[src/rtl/dac_if_pkg.sv]
package dac_if_pkg;
  typedef struct packed {
    logic       clr;
    logic       load;
    logic       xfer;
    logic [1:0] sel;
  } bus_op_t;
endpackage

[src/rtl/dac_bus_decode.sv]
module dac_bus_decode
  import dac_if_pkg::*;
(
  input  logic       cs_ni,
  input  logic       wr_ni,
  input  logic       upd_ni,
  input  logic       clr_ni,
  input  logic [1:0] addr_i,
  output bus_op_t    op_o
);
  always_comb begin
    op_o.clr  = ~clr_ni;
    op_o.load = clr_ni & ~wr_ni & ~cs_ni;
    op_o.xfer = clr_ni & ~wr_ni & ~upd_ni;
    op_o.sel  = addr_i;
  end
endmodule

[src/rtl/dac_input_bank.sv]
module dac_input_bank #(
  parameter int LO_W  = 8,
  parameter int HI_W  = 4,
  parameter int CH_ID = 0,
  localparam int CODE_W = LO_W + HI_W
) (
  input  logic              clk_i,
  input  logic              rst_ni,
  input  logic              clr_i,
  input  logic              load_i,
  input  logic [1:0]        sel_i,
  input  logic [LO_W-1:0]   data_i,
  output logic [CODE_W-1:0] code_nxt_o
);
  localparam logic CH_BIT = CH_ID[0];

  logic [LO_W-1:0] lo_q, lo_d;
  logic [HI_W-1:0] hi_q, hi_d;
  logic            hit_lo, hit_hi;

  assign hit_lo = load_i && (sel_i == {CH_BIT, 1'b0});
  assign hit_hi = load_i && (sel_i == {CH_BIT, 1'b1});

  always_comb begin
    lo_d = lo_q;
    hi_d = hi_q;
    if (clr_i) begin
      lo_d = '0;
      hi_d = '0;
    end else begin
      if (hit_lo) lo_d = data_i;
      if (hit_hi) hi_d = data_i[HI_W-1:0];
    end
  end

  always_ff @(posedge clk_i or negedge rst_ni) begin
    if (!rst_ni) begin
      lo_q <= '0;
      hi_q <= '0;
    end else begin
      lo_q <= lo_d;
      hi_q <= hi_d;
    end
  end

  // staged word as it will be after this edge; feeds transparent transfer
  assign code_nxt_o = {hi_d, lo_d};
endmodule

[src/rtl/dac_out_reg.sv]
module dac_out_reg #(
  parameter int CODE_W = 12
) (
  input  logic              clk_i,
  input  logic              rst_ni,
  input  logic              clr_i,
  input  logic              xfer_i,
  input  logic [CODE_W-1:0] code_nxt_i,
  output logic [CODE_W-1:0] code_o,
  output logic              change_o
);
  logic [CODE_W-1:0] code_d;

  always_comb begin
    code_d = code_o;
    if (clr_i)       code_d = '0;
    else if (xfer_i) code_d = code_nxt_i;
  end

  assign change_o = (code_d != code_o);

  always_ff @(posedge clk_i or negedge rst_ni) begin
    if (!rst_ni) code_o <= '0;
    else         code_o <= code_d;
  end
endmodule

[src/rtl/dual_dac_bus_if.sv]
module dual_dac_bus_if
  import dac_if_pkg::*;
#(
  parameter int LO_W = 8,
  parameter int HI_W = 4,
  localparam int CODE_W = LO_W + HI_W
) (
  input  logic              clk_i,
  input  logic              rst_ni,
  input  logic              cs_ni,
  input  logic              wr_ni,
  input  logic              upd_ni,
  input  logic              clr_ni,
  input  logic [1:0]        addr_i,
  input  logic [LO_W-1:0]   data_i,
  output logic [CODE_W-1:0] code_a_o,
  output logic [CODE_W-1:0] code_b_o,
  output logic              chg_o
);
  localparam int NUM_CH = 2;

  bus_op_t           op;
  logic [CODE_W-1:0] nxt_w  [NUM_CH];
  logic [CODE_W-1:0] code_w [NUM_CH];
  logic [NUM_CH-1:0] chg_w;

  dac_bus_decode u_dec (
    .cs_ni  (cs_ni),
    .wr_ni  (wr_ni),
    .upd_ni (upd_ni),
    .clr_ni (clr_ni),
    .addr_i (addr_i),
    .op_o   (op)
  );

  for (genvar c = 0; c < NUM_CH; c++) begin : g_ch
    dac_input_bank #(.LO_W(LO_W), .HI_W(HI_W), .CH_ID(c)) u_bank (
      .clk_i      (clk_i),
      .rst_ni     (rst_ni),
      .clr_i      (op.clr),
      .load_i     (op.load),
      .sel_i      (op.sel),
      .data_i     (data_i),
      .code_nxt_o (nxt_w[c])
    );
    dac_out_reg #(.CODE_W(CODE_W)) u_out (
      .clk_i      (clk_i),
      .rst_ni     (rst_ni),
      .clr_i      (op.clr),
      .xfer_i     (op.xfer),
      .code_nxt_i (nxt_w[c]),
      .code_o     (code_w[c]),
      .change_o   (chg_w[c])
    );
  end

  always_ff @(posedge clk_i or negedge rst_ni) begin
    if (!rst_ni) chg_o <= 1'b0;
    else         chg_o <= |chg_w;
  end

  assign code_a_o = code_w[0];
  assign code_b_o = code_w[1];
endmodule

[config.mk]
export PLATFORM = sky130hd
export DESIGN_NAME = dual_dac_bus_if
export DESIGN_NICKNAME = d
export VERILOG_FILES = /design/src/rtl/dac_if_pkg.sv /design/src/rtl/dac_bus_decode.sv /design/src/rtl/dac_input_bank.sv /design/src/rtl/dac_out_reg.sv /design/src/rtl/dual_dac_bus_if.sv
export SDC_FILE = /design/constraint.sdc
export NUM_CORES = 1
export LEC_CHECK = 0
export CORE_UTILIZATION = 25
export CTS_CLUSTER_SIZE = 12
export DETAILED_ROUTE_END_ITERATION = 16
export DONT_BUFFER_PORTS = 1
export PLACE_DENSITY = 0.37
export SYNTH_ARGS = -nofsm -noshare
export SYNTH_HDL_FRONTEND = slang
export SYNTH_HIERARCHICAL = 1
export SYNTH_SLANG_ARGS = --single-unit
[constraint.sdc]
create_clock -name clk_i -period 2 [get_ports clk_i]
set_input_delay 0.3 -clock clk_i [delete_from_list [all_inputs] [get_ports clk_i]]
set_output_delay 0.3 -clock clk_i [all_outputs]
set_load 0.03 [all_outputs]
=== Word-level counts from Yosys, hierarchy flattened ===
Index checks and enable logic that the tools add are counted.

* Register bits: 49
* RAM bits: 0
* Output and inout port bits: 25
* Memories kept: 0
* Bits of input ports: 16
* ROM bits: 0
* Word-level logic and storage cells: 36
* Latch bits: 0

* Div/mod/pow operators: 0
* Eq/ne operators: 5
* Multipliers: 0
* Shifts and indexed selects: 0
* Multiplexer cells: 12
* Bitwise gates (word level): 6
* $lt $le $gt $ge: 0
* Reductions and logical operators: 6
* Add/subtract/negate cells: 0

{| class="wikitable"
|+ Operator list
! cell !! count
|-
| 2-to-1 mux 12 bit || 4
|-
| 2-to-1 mux 8 bit || 4
|-
| != test 12 bit || 2
|-
| 2-to-1 mux 4 bit || 4
|-
| == test 2 bit, second input constant || 2
|-
| logical AND 1 bit || 4
|-
| bitwise AND 1 bit || 3
|-
| NOT 1 bit || 3
|-
| == test 2 x 1 -> 1 bit, second input constant || 1
|-
| logical NOT 2 bit || 1
|-
| OR reduction 2 bit || 1
|}

=== Longest topological paths before layout ===
Gate-level depths: netlist (run 1).

* Depth in word-level cells: 10
* Gate-level depth with buffers: 9
* Mapped depth without buffers: 8

=== Modules after synthesis ===
Netlist (run 1), hierarchy kept.

{| class="wikitable"
|+ Modules (own cells, without submodules)
! module !! cells each !! sequential area each (µm²) !! area an instance (µm²) !! times used
|-
| dac_out_reg || 79 || 300.3 || 737.0 || 2
|-
| dac_input_bank (g_ch[0].u_bank) || 49 || 300.3 || 588.1 || 1
|-
| dac_input_bank (g_ch[1].u_bank) || 49 || 300.3 || 578.1 || 1
|-
| dac_bus_decode || 5 || 0.0 || 43.8 || 1
|-
| dual_dac_bus_if || 2 || 25.0 || 31.3 || 1
|}

=== Least setup slack after synthesis (run 1) ===
Ideal clock, no wire load.

* Path kind: input-to-reg
* From: input port cs_ni
* To: register chg_o
* Library setup time: 0.124 ns
* Data required time: 1.876 ns
* Stages: 8
* Setup slack: -0.184 ns
* Buffers on the path: 0
* Data arrival time: 2.060 ns
* Cells stage by stage: nor3b_2 > nand3_1 > mux2i_1 > nor2b_4 > a2111o_1 > o31ai_2 > nand4_1 > or2_1

{| class="wikitable"
|+ RTL lines
! element !! line !! text
|-
| from (decl) || dual_dac_bus_if.sv:10 || <nowiki>input logic cs_ni,</nowiki>
|-
| to (signal assigned) || dual_dac_bus_if.sv:59 || <nowiki>else chg_o <= |chg_w;</nowiki>
|-
| to (decl) || dual_dac_bus_if.sv:18 || <nowiki>output logic chg_o</nowiki>
|}

==> results.json, run 1 <==
{
  "drcViolationCount": 0,
  "violations": "setup timing",
  "drive_above_1_share_pct": 30.89,
  "synth_top_cell_area_share_pct": 45.16,
  "cts_root_buf": "clkbuf_8",
  "min_period_ns": 2.042,
  "synth_area_leaders": "dfrtp_1, mux2i_1, nand2b_1",
  "fillers": 1073,
  "syn_to_final_growth_pct": 33.27,
  "wl_met2_mm": 3.469,
  "p_leak_nw": 1.608,
  "viasPerCell": 4.512,
  "synth_most_common_cell": "nand2b_1",
  "ctsHtreeMaxLevel": 2,
  "synth_edf_count": 0,
  "initial_core_util_pct": 26.07,
  "fin_nets": 342,
  "ys.flop_type": "dfrtp_1",
  "clock_sink_count": 49,
  "grt_start_max_net_pins": 50,
  "fin_crit_sh_pct": 102.1,
  "timing.fmax_ghz": 0.4896,
  "io_pins": 41,
  "portBuffers": 0,
  "yosys.cell_types.count": 28,
  "status": "finished with violations",
  "die-area_mm2": 0.01128,
  "fin_tns_setup_ns": -0.04242,
  "ys_warn_count": 6,
  "top_layer": "met4",
  "power_density_mw_per_mm2": 491.4,
  "regArea_mm2": 0.001226,
  "synth.net_count": 279,
  "crit_type": "input pin to flip-flop",
  "setup.worst_path.start_class": "input pin",
  "finClkSkew_ns": 0.006175,
  "ys_top_cells_by_count": "nand2b_1, dfrtp_1, mux2i_1",
  "rows": 37,
  "syn_area_per_cell_um2": 10.32,
  "synthArstFlopShare_pct": 100.0,
  "cts_buffer_depth": 2,
  "dp_hpwl_mm": 5.579,
  "grt-ovfl-total": 0,
  "gp_congestion": 0.7021,
  "setup_slack_ns": -0.04242,
  "core-area_mm2": 0.01042,
  "met3_length_um": 367,
  "cp_data_required_time_ns": 2.19,
  "syn-cell-area_mm2": 0.002715,
  "rsz0062_at_grt": "yes",
  "netlist_instances": 263,
  "worst-endpoint-arrival_ns": 2.24,
  "m1WireLength_mm": 3.498,
  "maxSlewViolCount": 0,
  "ant_nets": 0,
  "max-cap-violations": 0,
  "vdd_drop_max_uv": 217.8,
  "hold_path.class": "input pin to flip-flop",
  "antennaDiodeCount": 0,
  "worst_pin_slew_ns": 0.4176,
  "yosysSeqAreaShare_pct": 45.16,
  "grt_util_all_layers_pct": 14.11,
  "slew_headroom_pct": 72.16,
  "cts_buffers": 5,
  "die_h_um": 106.2,
  "grt_pass1_vias": 2309,
  "grt_antenna_before_repair": 0,
  "hold_violations": 0,
  "synth_top_area_cell": "dfrtp_1",
  "routedWlPerCell_um": 16.00,
  "vias": 2089,
  "grt_pass1_wl_mm": 12.28,
  "dpl_worst_slack_ns": -0.4217,
  "dr.pass1.iters": 4,
  "multi_input_area_mm2": 0.001464,
  "path_clk_slew_ns": 0.09,
  "setup_viol": 1,
  "cts_tree": "built",
  "wl_mm": 7.410,
  "clock_latency_ns": 0.30,
  "fin_util_pct": 34.74,
  "die_w_um": 106.2,
  "path_max_fanout": 8,
  "synth-seq-cells": 49,
  "drtIter0Drc": 66,
  "end_kind": "flip-flop"
}
-- final timing paths --
kind / endpoint / depth (start not counted) / slack [ns] / from
min: g_ch[1].u_bank/hi_q[2] / 2 / 0.24 / addr_i[1]
min in group asynchronous: g_ch[1].u_out/code_o[7] / 2 / 0.51 / rst_ni
max: chg_o / 11 / -0.04 / clr_ni
min reg2reg: g_ch[1].u_bank/lo_q[3] / 2 / 0.58 / g_ch[1].u_bank/lo_q[3]
max in group asynchronous: g_ch[0].u_bank/lo_q[3] / 2 / 1.26 / rst_ni
max reg2reg: chg_o / 8 / 0.15 / g_ch[1].u_bank/hi_q[2]
-- registers in the layout (all words and copies together), names as in the netlist --
| name | count |
|---|---|
| g_ch.u_bank/lo_q | 16 |
| g_ch.u_out/code_o | 24 |
| chg_o | 1 |
| g_ch.u_bank/hi_q | 8 |
-- metrics by stage --
stage / std cells / hold slack [ns] / instance area (um^2) / power (mW)
5_1_grt: 463 / 0.2319 / 3618 / 1.864
4_1_cts: 463 / 0.2262 / 3590 / 1.825
3_5_place_dp: 452 / 0.005350 / 3382 / 1.174
6_report: 463 / 0.2354 / 3618 / 1.778
2_1_floorplan: 263 / 0.004409 / 2750 / 1.121
3_3_place_gp: 452 / 0.005409 / 3382 / 1.175
-- cell type report --
type	instances	share of cell area (%)
clock buffer	8	2.213
inverter	21	2.178
multi-input combinational	177	40.46
sequential	49	33.89
tap	136	4.703
timing repair buffer	72	16.56
-- worst max-delay path, stage by stage --
cell	delay [ns]
nor3b_4	0.13
buf_6	0.12
and3b_2	0.22
buf_12	0.15
mux2i_4	0.19
buf_4	0.14
nand2b_1	0.07
o2111ai_2	0.14
o41ai_2	0.34
nand4_1	0.18
or2_1	0.25
-- power breakdown --
| part | internal [mW] | leakage [nW] | switching (mW) |
|---|---|---|---|
| sequential | 0.998 | 0.683 | 0.00720 |
| combinational | 0.0870 | 0.886 | 0.0982 |
| clock | 0.250 | 0.0395 | 0.338 |
-- cells by family after synthesis --
kind of cell / after synthesis / synth area share, %
simple gates: 103 / 23.18
flops: 49 / 45.16
mux: 48 / 17.70
buf+inv: 37 / 6.129
compound gates: 26 / 7.834
-- what timing repair did --
item / in CTS / in global routing
buffers inserted: 1 / 0
gates resized for setup: 15 / 4
hold buffers: 2 / 0
setup endpoints to repair: 1 / 1
endpoints found under the hold margin: 49 / 0
pin swaps: 5 / 2
-- per-layer routing --
layer | GRT usage (%) | vias up
li1 | - | 1014
met3 | 3.311 | 4
met2 | 22.96 | 32
met5 | 0 | -
met1 | 18.64 | 1039
met4 | 3.869 | 0
-- cells in the final DEF (no fill, tap or decap), types with 2 or more instances in the layout --
cell	n
nand2b_1	54
nor2b_1	2
o221ai_1	2
a2111o_1	2
nand4_1	2
inv_1	20
clkbuf_1	3
nor4_1	4
a31oi_1	2
buf_6	3
mux2i_1	39
a21oi_1	2
mux2i_4	6
nor3b_4	2
o2111ai_1	3
mux2i_2	3
o41ai_1	3
nand2b_4	2
nor2_1	26
o31ai_2	2
o22ai_1	6
a22o_1	2
buf_4	65
clkbuf_8	5
nand2_1	2
nor2b_4	4
dfrtp_1	49
buf_12	2
No activity file was read; power rests on OpenSTA's default activity.
==> run 2: changes to the inputs <==
==> constraint.sdc (replaced) <==
create_clock -name clk_i -period 2.55 [get_ports clk_i]
set_input_delay 0.3825 -clock clk_i [delete_from_list [all_inputs] [get_ports clk_i]]
set_output_delay 0.3825 -clock clk_i [all_outputs]
set_load 0.03 [all_outputs]
==> results.json, run 2 (same netlist as run 1, synthesis figures left out) <==
{
  "ant_nets": 0,
  "switching_share_pct": 24.12,
  "fin_tns_setup_ns": 0,
  "grt_start_max_net_pins": 61,
  "final_cell_mix": "nand2b_1, dfrtp_1, mux2i_1, nor2_1, buf_4",
  "fin_nets": 296,
  "timing.fmax_ghz": 0.4606,
  "drtIter0Drc": 41,
  "io_pins": 41,
  "clock_sink_count": 49,
  "whs_path_depth": 2,
  "maxSlewViolCount": 0,
  "vias": 1907,
  "power.switching_uw": 333.2,
  "gp_congestion": 0.7472,
  "reg2reg_from": "g_ch[1].u_out/code_o[8]",
  "p_leak_nw": 1.341,
  "antennaDiodeCount": 0,
  "fin_hold_ws_ns": 0.2969,
  "cts_buffer_depth": 2,
  "r2r_end": "chg_o",
  "die-area_mm2": 0.01128,
  "startpoint": "cs_ni",
  "power_frac_seq_pct": 57.2,
  "largest_reg_flops": 24,
  "grt-ovfl-total": 0,
  "min_period_ns": 2.171,
  "worst_pin_slew_ns": 0.4705,
  "power_density_mw_per_mm2": 440.9,
  "wl_mm": 7.002,
  "path_clk_slew_ns": 0.09,
  "drive_above_1_share_pct": 14.64,
  "regArea_mm2": 0.001226,
  "hold_path.class": "input pin to flip-flop",
  "worst-endpoint-arrival_ns": 2.37,
  "grt_pass1_vias": 1992,
  "vdd_drop_max_uv": 202.0,
  "drcViolationCount": 0,
  "final_common_cell": "nand2b_1",
  "multi_input_area_mm2": 0.001329,
  "setup.worst_path.start_class": "input pin",
  "grt_antenna_before_repair": 0,
  "intPower_mw": 1.048,
  "grt_pass1_wl_mm": 11.25,
  "largest-register": "g_ch.u_out/code_o",
  "cp_data_required_time_ns": 2.75,
  "post_cts_buffers": 0,
  "cts_resized": 0,
  "slew_headroom_pct": 68.63,
  "setup_slack_ns": 0.3789,
  "hold_violations": 0,
  "rows": 37,
  "end_kind": "flip-flop",
  "grt_util_all_layers_pct": 13.25,
  "die_w_um": 106.2,
  "fillers": 1105,
  "clkPwrFrac_pct": 34.5,
  "viasPerCell": 4.584,
  "setup_viol": 0,
  "clock_latency_ns": 0.31,
  "max-cap-violations": 0,
  "path_max_fanout": 8,
  "dpl_worst_slack_ns": 0.03273,
  "combPwrFrac_pct": 8.3,
  "r2r_slack_ns": 0.71,
  "p_total_mw": 1.381,
  "cts_buffers": 5,
  "reg.largest.list": "g_ch.u_out/code_o (24), g_ch.u_bank/lo_q (16), g_ch.u_bank/hi_q (8)",
  "core-area_mm2": 0.01042,
  "finClkSkew_ns": 0.005865,
  "dr.pass1.iters": 4,
  "dp_hpwl_mm": 5.071,
  "ctsHtreeMaxLevel": 2,
  "endpoint": "chg_o",
  "syn_to_final_growth_pct": 15.39,
  "cts_tree": "built",
  "crit_type": "input pin to flip-flop",
  "rsz0062_at_grt": "no",
  "fin_crit_sh_pct": 85.14,
  "worst_r2r_path_depth": 5,
  "die_h_um": 106.2,
  "routedWlPerCell_um": 16.83,
  "cts_root_buf": "clkbuf_8",
  "initial_core_util_pct": 26.07,
  "ctsHoldBuffers": 2,
  "portBuffers": 0,
  "status": "finished clean"
}
-- run 2: worst min-delay path by stage --
stage,startpoint,end
after floorplan,rst_ni,chg_o
after global placement,rst_ni,g_ch[1].u_out/code_o[4]
after detailed placement,rst_ni,g_ch[1].u_out/code_o[11]
after CTS,data_i[4],g_ch[1].u_bank/lo_q[4]
after global routing,data_i[4],g_ch[1].u_bank/lo_q[4]
final,data_i[4],g_ch[1].u_bank/lo_q[4]
-- run 2: cell type report --
class                      instances  area share, %
clock buffer                       7          2.756
inverter                          21          2.516
multi-input combinational        177          42.41
sequential                        49          39.14
tap                              136          5.431
timing repair buffer              26          7.748
-- run 2: layer usage --
metal	wire length [um]	track usage [%]	part of all wire [%]
met5	0	0	0
met1	3357	17.76	48
met4	99	4.464	1.4
met3	355	3.985	5.1
met2	3189	20.18	46
-- run 2: critical path, stage by stage --
cell and delay (ns):
nor3b_2 0.28, and3b_1 0.26, buf_12 0.14, mux2i_1 0.35, nor2b_1 0.09, a2111o_1 0.30, o31ai_2 0.17, nand4_1 0.13
or2_1 0.25
-- run 2: through the flow --
step / utilization (%) / std cells / cell area (um^2)
2_1_floorplan: - / 263 / 2715
3_3_place_gp: 28.89 / 407 / 3009
3_5_place_dp: 28.89 / 407 / 3009
4_1_cts: 30.08 / 416 / 3133
5_1_grt: 30.08 / 416 / 3133
6_report: 30.08 / 416 / 3133
-- run 2: power groups by stage --
stage / Combinational [mW] / Clock, mW / Sequential, mW
finish: 0.115 / 0.476 / 0.790
global route: 0.128 / 0.528 / 0.791
CTS: 0.119 / 0.502 / 0.790
detailed placement: 0.0951 / 0 / 0.806
global placement: 0.0959 / 0 / 0.806
floorplan: 0.0718 / 0 / 0.805
